**src/rtl/useq_pkg.sv**
```systemverilog
`timescale 1ns/1ps
package useq_pkg;

  typedef enum logic [1:0] {
    SEQ_ZERO  = 2'd0,
    SEQ_DISP1 = 2'd1,
    SEQ_DISP2 = 2'd2,
    SEQ_INC   = 2'd3
  } seq_sel_e;

  typedef enum logic [1:0] {
    ALU_ADD  = 2'd0,
    ALU_SUB  = 2'd1,
    ALU_OR   = 2'd2,
    ALU_FUNC = 2'd3
  } alu_op_e;

  localparam logic [1:0] BSRC_FOUR = 2'd0;
  localparam logic [1:0] BSRC_REG  = 2'd1;
  localparam logic [1:0] BSRC_OFS  = 2'd2;
  localparam logic [1:0] BSRC_IMM  = 2'd3;

  localparam logic [1:0] PSRC_ALU  = 2'd0;
  localparam logic [1:0] PSRC_TGT  = 2'd1;
  localparam logic [1:0] PSRC_JMP  = 2'd2;

  localparam logic [5:0] OPC_RRR   = 6'b000000;
  localparam logic [5:0] OPC_JUMP  = 6'b000010;
  localparam logic [5:0] OPC_BEQ   = 6'b000100;
  localparam logic [5:0] OPC_ORI   = 6'b001011;
  localparam logic [5:0] OPC_LOAD  = 6'b100011;
  localparam logic [5:0] OPC_STORE = 6'b101011;

  typedef struct packed {
    logic     pc_wr;
    logic     pc_wr_cond;
    logic     ir_wr;
    logic     mem_wr;
    logic     mem_adr_data;
    logic     reg_wr;
    logic     reg_dst_rd;
    logic     reg_from_mem;
    logic     tgt_wr;
    logic     ext_sign;
    logic     alu_a_reg;
    logic [1:0] alu_b_sel;
    alu_op_e  alu_op;
    logic [1:0] pc_src;
    seq_sel_e seq;
  } uword_t;

  function automatic uword_t uword_for(int unsigned idx);
    uword_t w;
    w = '0;
    case (idx)
      0: begin
        w.pc_wr = 1'b1; w.ir_wr = 1'b1;
        w.alu_b_sel = BSRC_FOUR; w.alu_op = ALU_ADD; w.seq = SEQ_INC;
      end
      1: begin
        w.tgt_wr = 1'b1; w.ext_sign = 1'b1;
        w.alu_b_sel = BSRC_OFS; w.alu_op = ALU_ADD; w.seq = SEQ_DISP1;
      end
      2: begin
        w.ext_sign = 1'b1; w.alu_a_reg = 1'b1;
        w.alu_b_sel = BSRC_IMM; w.alu_op = ALU_ADD; w.seq = SEQ_DISP2;
      end
      3: begin
        w.mem_adr_data = 1'b1; w.ext_sign = 1'b1; w.alu_a_reg = 1'b1;
        w.alu_b_sel = BSRC_IMM; w.alu_op = ALU_ADD; w.seq = SEQ_INC;
      end
      4: begin
        w.reg_wr = 1'b1; w.reg_from_mem = 1'b1; w.ext_sign = 1'b1;
        w.alu_a_reg = 1'b1; w.alu_b_sel = BSRC_IMM; w.alu_op = ALU_ADD;
        w.seq = SEQ_ZERO;
      end
      5: begin
        w.mem_wr = 1'b1; w.mem_adr_data = 1'b1; w.ext_sign = 1'b1;
        w.alu_a_reg = 1'b1; w.alu_b_sel = BSRC_IMM; w.alu_op = ALU_ADD;
        w.seq = SEQ_ZERO;
      end
      6: begin
        w.reg_dst_rd = 1'b1; w.alu_a_reg = 1'b1;
        w.alu_b_sel = BSRC_REG; w.alu_op = ALU_FUNC; w.seq = SEQ_INC;
      end
      7: begin
        w.reg_wr = 1'b1; w.reg_dst_rd = 1'b1; w.alu_a_reg = 1'b1;
        w.alu_b_sel = BSRC_REG; w.alu_op = ALU_FUNC; w.seq = SEQ_ZERO;
      end
      8: begin
        w.pc_wr_cond = 1'b1; w.alu_a_reg = 1'b1; w.alu_b_sel = BSRC_REG;
        w.alu_op = ALU_SUB; w.pc_src = PSRC_TGT; w.seq = SEQ_ZERO;
      end
      9: begin
        w.pc_wr = 1'b1; w.pc_src = PSRC_JMP; w.seq = SEQ_ZERO;
      end
      10: begin
        w.alu_a_reg = 1'b1; w.alu_b_sel = BSRC_IMM;
        w.alu_op = ALU_OR; w.seq = SEQ_INC;
      end
      11: begin
        w.reg_wr = 1'b1; w.alu_a_reg = 1'b1; w.alu_b_sel = BSRC_IMM;
        w.alu_op = ALU_OR; w.seq = SEQ_ZERO;
      end
      default: w = '0;
    endcase
    return w;
  endfunction

endpackage

```
**src/rtl/useq_dispatch.sv**
```systemverilog
`timescale 1ns/1ps
module useq_dispatch
  import useq_pkg::*;
#(
  parameter int OP_W      = 6,
  parameter int ST_W      = 4,
  parameter int TABLE_SEL = 1
) (
  input  logic [OP_W-1:0] opcode,
  output logic            hit,
  output logic [ST_W-1:0] target
);

  generate
    if (TABLE_SEL == 1) begin : g_decode_tbl
      // class split after decode
      always_comb begin
        hit    = 1'b1;
        target = '0;
        if (opcode == OP_W'(OPC_RRR))        target = ST_W'(6);
        else if (opcode == OP_W'(OPC_JUMP))  target = ST_W'(9);
        else if (opcode == OP_W'(OPC_BEQ))   target = ST_W'(8);
        else if (opcode == OP_W'(OPC_ORI))   target = ST_W'(10);
        else if (opcode == OP_W'(OPC_LOAD))  target = ST_W'(2);
        else if (opcode == OP_W'(OPC_STORE)) target = ST_W'(2);
        else                                 hit    = 1'b0;
      end
    end else begin : g_memop_tbl
      // load/store split after address calculation
      always_comb begin
        hit    = 1'b1;
        target = '0;
        if (opcode == OP_W'(OPC_LOAD))       target = ST_W'(3);
        else if (opcode == OP_W'(OPC_STORE)) target = ST_W'(5);
        else                                 hit    = 1'b0;
      end
    end
  endgenerate

endmodule

```
**src/rtl/useq_next_addr.sv**
```systemverilog
`timescale 1ns/1ps
module useq_next_addr
  import useq_pkg::*;
#(
  parameter int ST_W = 4
) (
  input  seq_sel_e        sel,
  input  logic [ST_W-1:0] cur_addr,
  input  logic            d1_hit,
  input  logic [ST_W-1:0] d1_addr,
  input  logic            d2_hit,
  input  logic [ST_W-1:0] d2_addr,
  output logic [ST_W-1:0] nxt_addr
);

  always_comb begin
    nxt_addr = '0;
    unique case (sel)
      SEQ_ZERO:  nxt_addr = '0;
      SEQ_DISP1: nxt_addr = d1_hit ? d1_addr : '0;
      SEQ_DISP2: nxt_addr = d2_hit ? d2_addr : '0;
      SEQ_INC:   nxt_addr = cur_addr + ST_W'(1);
      default:   nxt_addr = '0;
    endcase
  end

endmodule

```
**src/rtl/useq_ctrl_store.sv**
```systemverilog
`timescale 1ns/1ps
module useq_ctrl_store
  import useq_pkg::*;
#(
  parameter int ST_W     = 4,
  parameter int N_STATES = 12
) (
  input  logic [ST_W-1:0] addr,
  output uword_t          word
);

  uword_t rom [N_STATES];

  generate
    for (genvar i = 0; i < N_STATES; i++) begin : g_word
      assign rom[i] = uword_for(i);
    end
  endgenerate

  always_comb begin
    word = '0;
    for (int i = 0; i < N_STATES; i++) begin
      if (addr == ST_W'(i)) word = rom[i];
    end
  end

endmodule

```
**src/rtl/useq_ctrl.sv**
```systemverilog
`timescale 1ns/1ps
module useq_ctrl
  import useq_pkg::*;
#(
  parameter int OP_W     = 6,
  parameter int ST_W     = 4,
  parameter int N_STATES = 12,
  localparam int CW_W    = $bits(uword_t)
) (
  input  logic            clk,
  input  logic            rst_n,
  input  logic [OP_W-1:0] opcode,
  output logic [CW_W-1:0] ctrl_word,
  output logic [ST_W-1:0] state
);

  logic [ST_W-1:0] state_q;
  logic [ST_W-1:0] state_d;
  uword_t          uw;
  logic            d1_hit;
  logic            d2_hit;
  logic [ST_W-1:0] d1_addr;
  logic [ST_W-1:0] d2_addr;

  useq_ctrl_store #(.ST_W(ST_W), .N_STATES(N_STATES)) store_i (
    .addr (state_q),
    .word (uw)
  );

  useq_dispatch #(.OP_W(OP_W), .ST_W(ST_W), .TABLE_SEL(1)) disp1_i (
    .opcode (opcode),
    .hit    (d1_hit),
    .target (d1_addr)
  );

  useq_dispatch #(.OP_W(OP_W), .ST_W(ST_W), .TABLE_SEL(2)) disp2_i (
    .opcode (opcode),
    .hit    (d2_hit),
    .target (d2_addr)
  );

  useq_next_addr #(.ST_W(ST_W)) nxt_i (
    .sel      (uw.seq),
    .cur_addr (state_q),
    .d1_hit   (d1_hit),
    .d1_addr  (d1_addr),
    .d2_hit   (d2_hit),
    .d2_addr  (d2_addr),
    .nxt_addr (state_d)
  );

  // asynchronous reset takes priority over any next address
  always_ff @(posedge clk or negedge rst_n) begin
    if (!rst_n) state_q <= '0;
    else        state_q <= state_d;
  end

  assign ctrl_word = uw;
  assign state     = state_q;

  AST_INC_ADVANCE: assert property (@(posedge clk) disable iff (!rst_n)
    (uw.seq == SEQ_INC) |=> (state_q == $past(state_q) + ST_W'(1)));

  AST_ZERO_RETURN: assert property (@(posedge clk) disable iff (!rst_n)
    (uw.seq == SEQ_ZERO) |=> (state_q == '0));

  AST_DECODE_TARGET: assert property (@(posedge clk) disable iff (!rst_n)
    (state_q == ST_W'(1)) |=> (state_q inside {ST_W'(0), ST_W'(2), ST_W'(6),
                                               ST_W'(8), ST_W'(9), ST_W'(10)}));

  AST_MEMOP_TARGET: assert property (@(posedge clk) disable iff (!rst_n)
    (state_q == ST_W'(2)) |=> (state_q inside {ST_W'(0), ST_W'(3), ST_W'(5)}));

  AST_STATE_BOUND: assert property (@(posedge clk) disable iff (!rst_n)
    (int'(state_q) < N_STATES));

endmodule

```
**config.mk**
```make
export PLATFORM = sky130hd
export DESIGN_NAME = useq_ctrl
export DESIGN_NICKNAME = d
export VERILOG_FILES = /design/src/rtl/useq_pkg.sv /design/src/rtl/useq_dispatch.sv /design/src/rtl/useq_next_addr.sv /design/src/rtl/useq_ctrl_store.sv /design/src/rtl/useq_ctrl.sv
export SDC_FILE = /design/constraint.sdc
export NUM_CORES = 1
export LEC_CHECK = 0
export ABC_AREA = 1
export BUFFER_PORTS_ARGS = -buffer_cell sky130_fd_sc_hd__buf_2
export CAP_MARGIN = 20
export CORE_MARGIN = 5
export CORE_UTILIZATION = 49
export DETAILED_ROUTE_END_ITERATION = 6
export PLACE_DENSITY = 0.94
export SYNTH_ARGS = -nofsm -noshare
export SYNTH_HDL_FRONTEND = slang
export SYNTH_SLANG_ARGS = --single-unit
```
**constraint.sdc**
```tcl
create_clock -name clk -period 3.85 [get_ports clk]
set_input_delay 1.155 -clock clk [delete_from_list [all_inputs] [get_ports clk]]
set_output_delay 1.155 -clock clk [all_outputs]
set_load 0.005 [all_outputs]
```
Yosys cells after proc, flatten, opt, wreduce, memory -nomap -nowiden. Cells that the tools add are included.

Muxes and demuxes: 29. Reduce and logical (&&, ||, !) cells: 3. Shift-type cells: 0. Multiply operators: 0. Divide/modulo/power cells: 0. Magnitude comparators: 0. Equal/unequal tests: 19. Bitwise gates (word level): 0. Add/sub/neg operators: 1.

Operators by type and width (number): $mux 19 (12); $mux 4 (8); $eq 4x3->1 const B (4); $eq 4x4->1 const B (4); $pmux 4 s4 (1); $eq 6x6->1 const B (2); $eq 4x2->1 const B (2); $eq 6x2->1 const B (1); $eq 6x3->1 const B (1); $eq 6x4->1 const B (1); $logic_not 6->1 (1); $mux 1 (6); $add 4x1->4 const B (1); $eq 2x2->1 const B (2); $eq 4x1->1 const B (1); $logic_not 4->1 (1); $mux 3 (1); $eq 2x1->1 const B (1); $logic_not 2->1 (1); $mux 2 (1).

ROM bits: 0. Logic and storage cells: 53. Memories kept: 0. Latch bits: 0. Output and inout bits: 23. Register bits after elaboration: 4. RAM bits: 0.

Depth between registers and ports, before layout.
Word-level depth: 15. Mapped depth: 11. Gate-level depth less buffers: 11.

Modules after synthesis. A second synthesis with hierarchy kept.

Cell total of the unflattened synthesis: 128. Area total of the unflattened synthesis: 656.9 um2.

By module, submodules not included: useq_ctrl_store (times used 1, seq. area each 0.0 um2, area each 221.5 um2, cells each 47); useq_next_addr (times used 1, seq. area each 0.0 um2, area each 158.9 um2, cells each 35); useq_dispatch (disp1_i) (times used 1, seq. area each 0.0 um2, area each 113.9 um2, cells each 28); useq_ctrl (times used 1, seq. area each 100.1 um2, area each 100.1 um2, cells each 4); useq_dispatch (disp2_i) (times used 1, seq. area each 0.0 um2, area each 62.6 um2, cells each 14).

Worst setup path after synthesis. Ideal clock, no wire load.

Path kind: register to output. Start: register state_q[0], in the netlist state[0]. End: output ctrl_word[8]. Stages on the path, launching flop included: 12. Arrival time: 1577 ps. Buffers on the path: 1. Setup slack: 1118 ps. Path through: dfrtp_1 inv_1 ha_1 inv_1 nand2_1 inv_1 nor2_2 nor2_1 nand2_1 o22ai_1 inv_1 buf_4.

Word-level cells in the longest chain between the ends: 12. Elaborated cells between the ends (all ways): 22. Those cells by class: eq/ne (11); mux (11).

Ends and longest elaborated chain: start, declared (line useq_ctrl.sv:17) `logic [ST_W-1:0] state_q;`; start signal, assigned (line useq_ctrl.sv:55) `else state_q <= state_d;`; $eq 4x1->1 (line useq_ctrl_store.sv:23) `if (addr == ST_W'(i)) word = rom[i];`; $mux 19 (10 in series) (line useq_ctrl_store.sv:23); $mux 19 * (line useq_ctrl_store.sv:23); end, declared (line useq_ctrl.sv:13) `output logic [CW_W-1:0] ctrl_word,`.

Every way passes the cells marked *; elsewhere a longest branch is shown, timed or not.

Worst setup path in the final report.
Start: register state_q[0], in the netlist state[0]. End: output ctrl_word[18].

Word-level cells in the longest chain between the ends: 13. Elaborated cells between the ends (all ways): 24. Those cells by class: eq/ne (11); mux (12); reduce/logical (1).

Ends and longest elaborated chain (line): $logic_not 4->1 (useq_ctrl_store.sv:23); $mux 19 (11 in series) (useq_ctrl_store.sv:23); $mux 19 * (useq_ctrl_store.sv:23).

Marked as above.

==> impl_metrics.toml <==
[routing]
wirelength_um = 1870
drt-pass1-iter-count = 4
wire_per_inst_um = 11.1
vias = 853
via_per_inst = 5.08
ant_nets = 0
dr.first_iter.drc_count = 11
drc = 0

[place]
dp_cells = 165
hpwl_um = 1620
place_ws_ps = 937
gp_congestion = 0.912
port_buffers = 30
placed_area_um2 = 846

[pwr]
p_leak_nw = 0.565
powerDensity_nw_per_um2 = 563
vdd_drop_max_mv = 0.278

[cells_and_area]
layout_commonest_cell = "buf_2"
seq_area_um2 = 100
nFillCells = 142
stdcell_area_um2 = 868
largest_reg_flops = 4
multi_input_area_um2 = 475
instances_no_fill = 168
drive_gt1_share_pct = 31.4
layout_common_cells = "30 x buf_2, 24 x inv_1, 23 x nand2_1"
diodes = 0
fin_nets = 167
area_growth_pct = 25.5

[yosys]
synth_cell_types = 23
syn-instance-count = 122
syn_area_per_cell_um2 = 5.67
syn_nets = 134
seq_area_frac_synth_pct = 14.5
yosysWarningCount = 0
synth.cell_area_um2 = 692
ys_seq_elements = 4

[floorplan]
chipHeight_um = 47.6
die_area_um2 = 2260
chipWidth_um = 47.6
ios = 31
rows = 13
coreArea_um2 = 1320
start_util_pct = 52.5

[clocking]
hold_buffers = 0
clock_sinks = 4
root_buffer = "clkbuf_4"
cts_tree = "done"
cts_buffer_depth = 2
cts_made_buffers = 3
htree_levels = 1
cts.repair.resized = 0
cts.clk_slew.worst_paths_ps = 40
postCtsSetupBuffers = 0
clock_latency_ps = 240

[worst_hold_path]
hold_class = "in2async"

[timing]
hold_violations = 0
timing.final.ws_setup_ps = 670
skew_ps = 3.75
finalMaxSlewViolations = 0
slew_headroom_pct = 77.1
worstMarginPinSlew_ps = 342
setup_viol = 0
post-route-period-util_pct = 82.6
rsz0062_at_grt = "no"
fmax_ghz = 0.315
period_needed_ps = 3180
timing.setup.tns_ps = 0

[setup_path]
cp-end-kind = "primary output"
critPathArrivalTime_ps = 2020
crit_chain = "inv_1 -> ha_1 -> inv_1 -> nand2_1 -> inv_1 -> nor2_2 -> nor2_1 -> nand2_1 -> nor2_1 -> nor2_1 -> nor2_1 -> buf_2"
path_max_fanout = 5
slowest_delay_ps = 390
cp_common_cell = "nor2_1"
crit_slowest_cell = "dfrtp_1"
crit_type = "reg2out"
required_ps = 2690
startpoint_type = "register"

[job]
drv_cap = 0

[grt]
grt_pass1_vias = 844
grt-ovfl-total = 0
globalRouteTotalUtil_pct = 20.2
grt_max_degree = 9
grt_pass1_wl_um = 3240
antenna_found_initial = 0

[run_status]
status = "finished, final reports clean"
path summary, 6_finish.rpt:
check / startpoint / end / cells past startpoint / slack, ps
setup / recovery: state[0] / ctrl_word[18] / 12 / 670
hold / removal: rst_n / state[0] / 1 / 710
setup reg to reg: state[0] / state[0] / 10 / 2090
hold reg to reg: state[0] / state[0] / 3 / 720
max in group asynchronous: rst_n / state[2] / 1 / 3010
min in group clk: state[0] / state[0] / 3 / 720
critical path: cells and delay by family (launching register included):
family,cells,cell delay [ps]
flops,1,390
simple gates,7,680
fa+ha+maj,1,260
buf+inv,4,430
cells in the mapped netlist (all sizes together):
| cell | n | share of area (%) |
|---|---|---|
| o21ai | 3 | 2.2 |
| a21oi | 3 | 3.8 |
| ha | 4 | 7.2 |
| o22ai | 1 | 0.90 |
| nor3b | 1 | 1.1 |
| nor2 | 26 | 17 |
| nand2 | 27 | 16 |
| nand4 | 3 | 2.7 |
| xor2 | 1 | 1.3 |
| o221ai | 1 | 1.3 |
| nor3 | 1 | 0.72 |
| nand3 | 17 | 14 |
| o211ai | 1 | 1.1 |
| dfrtp | 4 | 14 |
| buf | 2 | 2.2 |
| inv | 27 | 15 |
per-layer routing:
metal  vias up  track usage (%)  share of wire, %
met5         -                0                 0
met4         0             13.4               2.6
met3         5             2.26               3.5
met2        20             39.0                56
met1       382             19.8                38
li1        446                -                 -
final cells by class:
| class | count | area share (%) |
|---|---|---|
| Sequential cell | 4 | 11.5 |
| Inverter | 27 | 11.7 |
| Clock buffer | 3 | 2.59 |
| Multi-Input combinational cell | 89 | 54.8 |
| Tap cell | 15 | 2.16 |
| Timing Repair Buffer | 30 | 17.3 |
stage by stage:
step	hold WS, ps	utilization (%)	total power, W
CTS	711	65.9	0.000495
detailed placement	690	64.2	0.000436
global placement	676	64.2	0.000424
floorplan	668	-	0.000313
finish	711	65.9	0.000489
global route	723	65.9	0.000543
report_power, final:
part | leakage, nW | internal, W | total, W | switching [W]
combinational | 0.497 | 0.000146 | 0.000369 | 0.000223
clock | 0.0138 | 0.0000350 | 0.0000548 | 0.0000198
sequential | 0.0541 | 0.0000524 | 0.0000656 | 0.0000132
logic make-up (layout without fill, tap and decap cells):
kind of cell | Yosys count | count (layout) | synth area share (%)
AND/OR/NAND/NOR | 75 | 75 | 51.0
buffers and inverters | 29 | 60 | 16.8
flip-flops | 4 | 4 | 14.5
adder cells (fa/ha/maj) | 4 | 4 | 7.23
AO/OA/AOI/OAI | 9 | 9 | 9.22
XOR/XNOR | 1 | 1 | 1.27
Note: power is estimated with default switching activity, not from simulation.
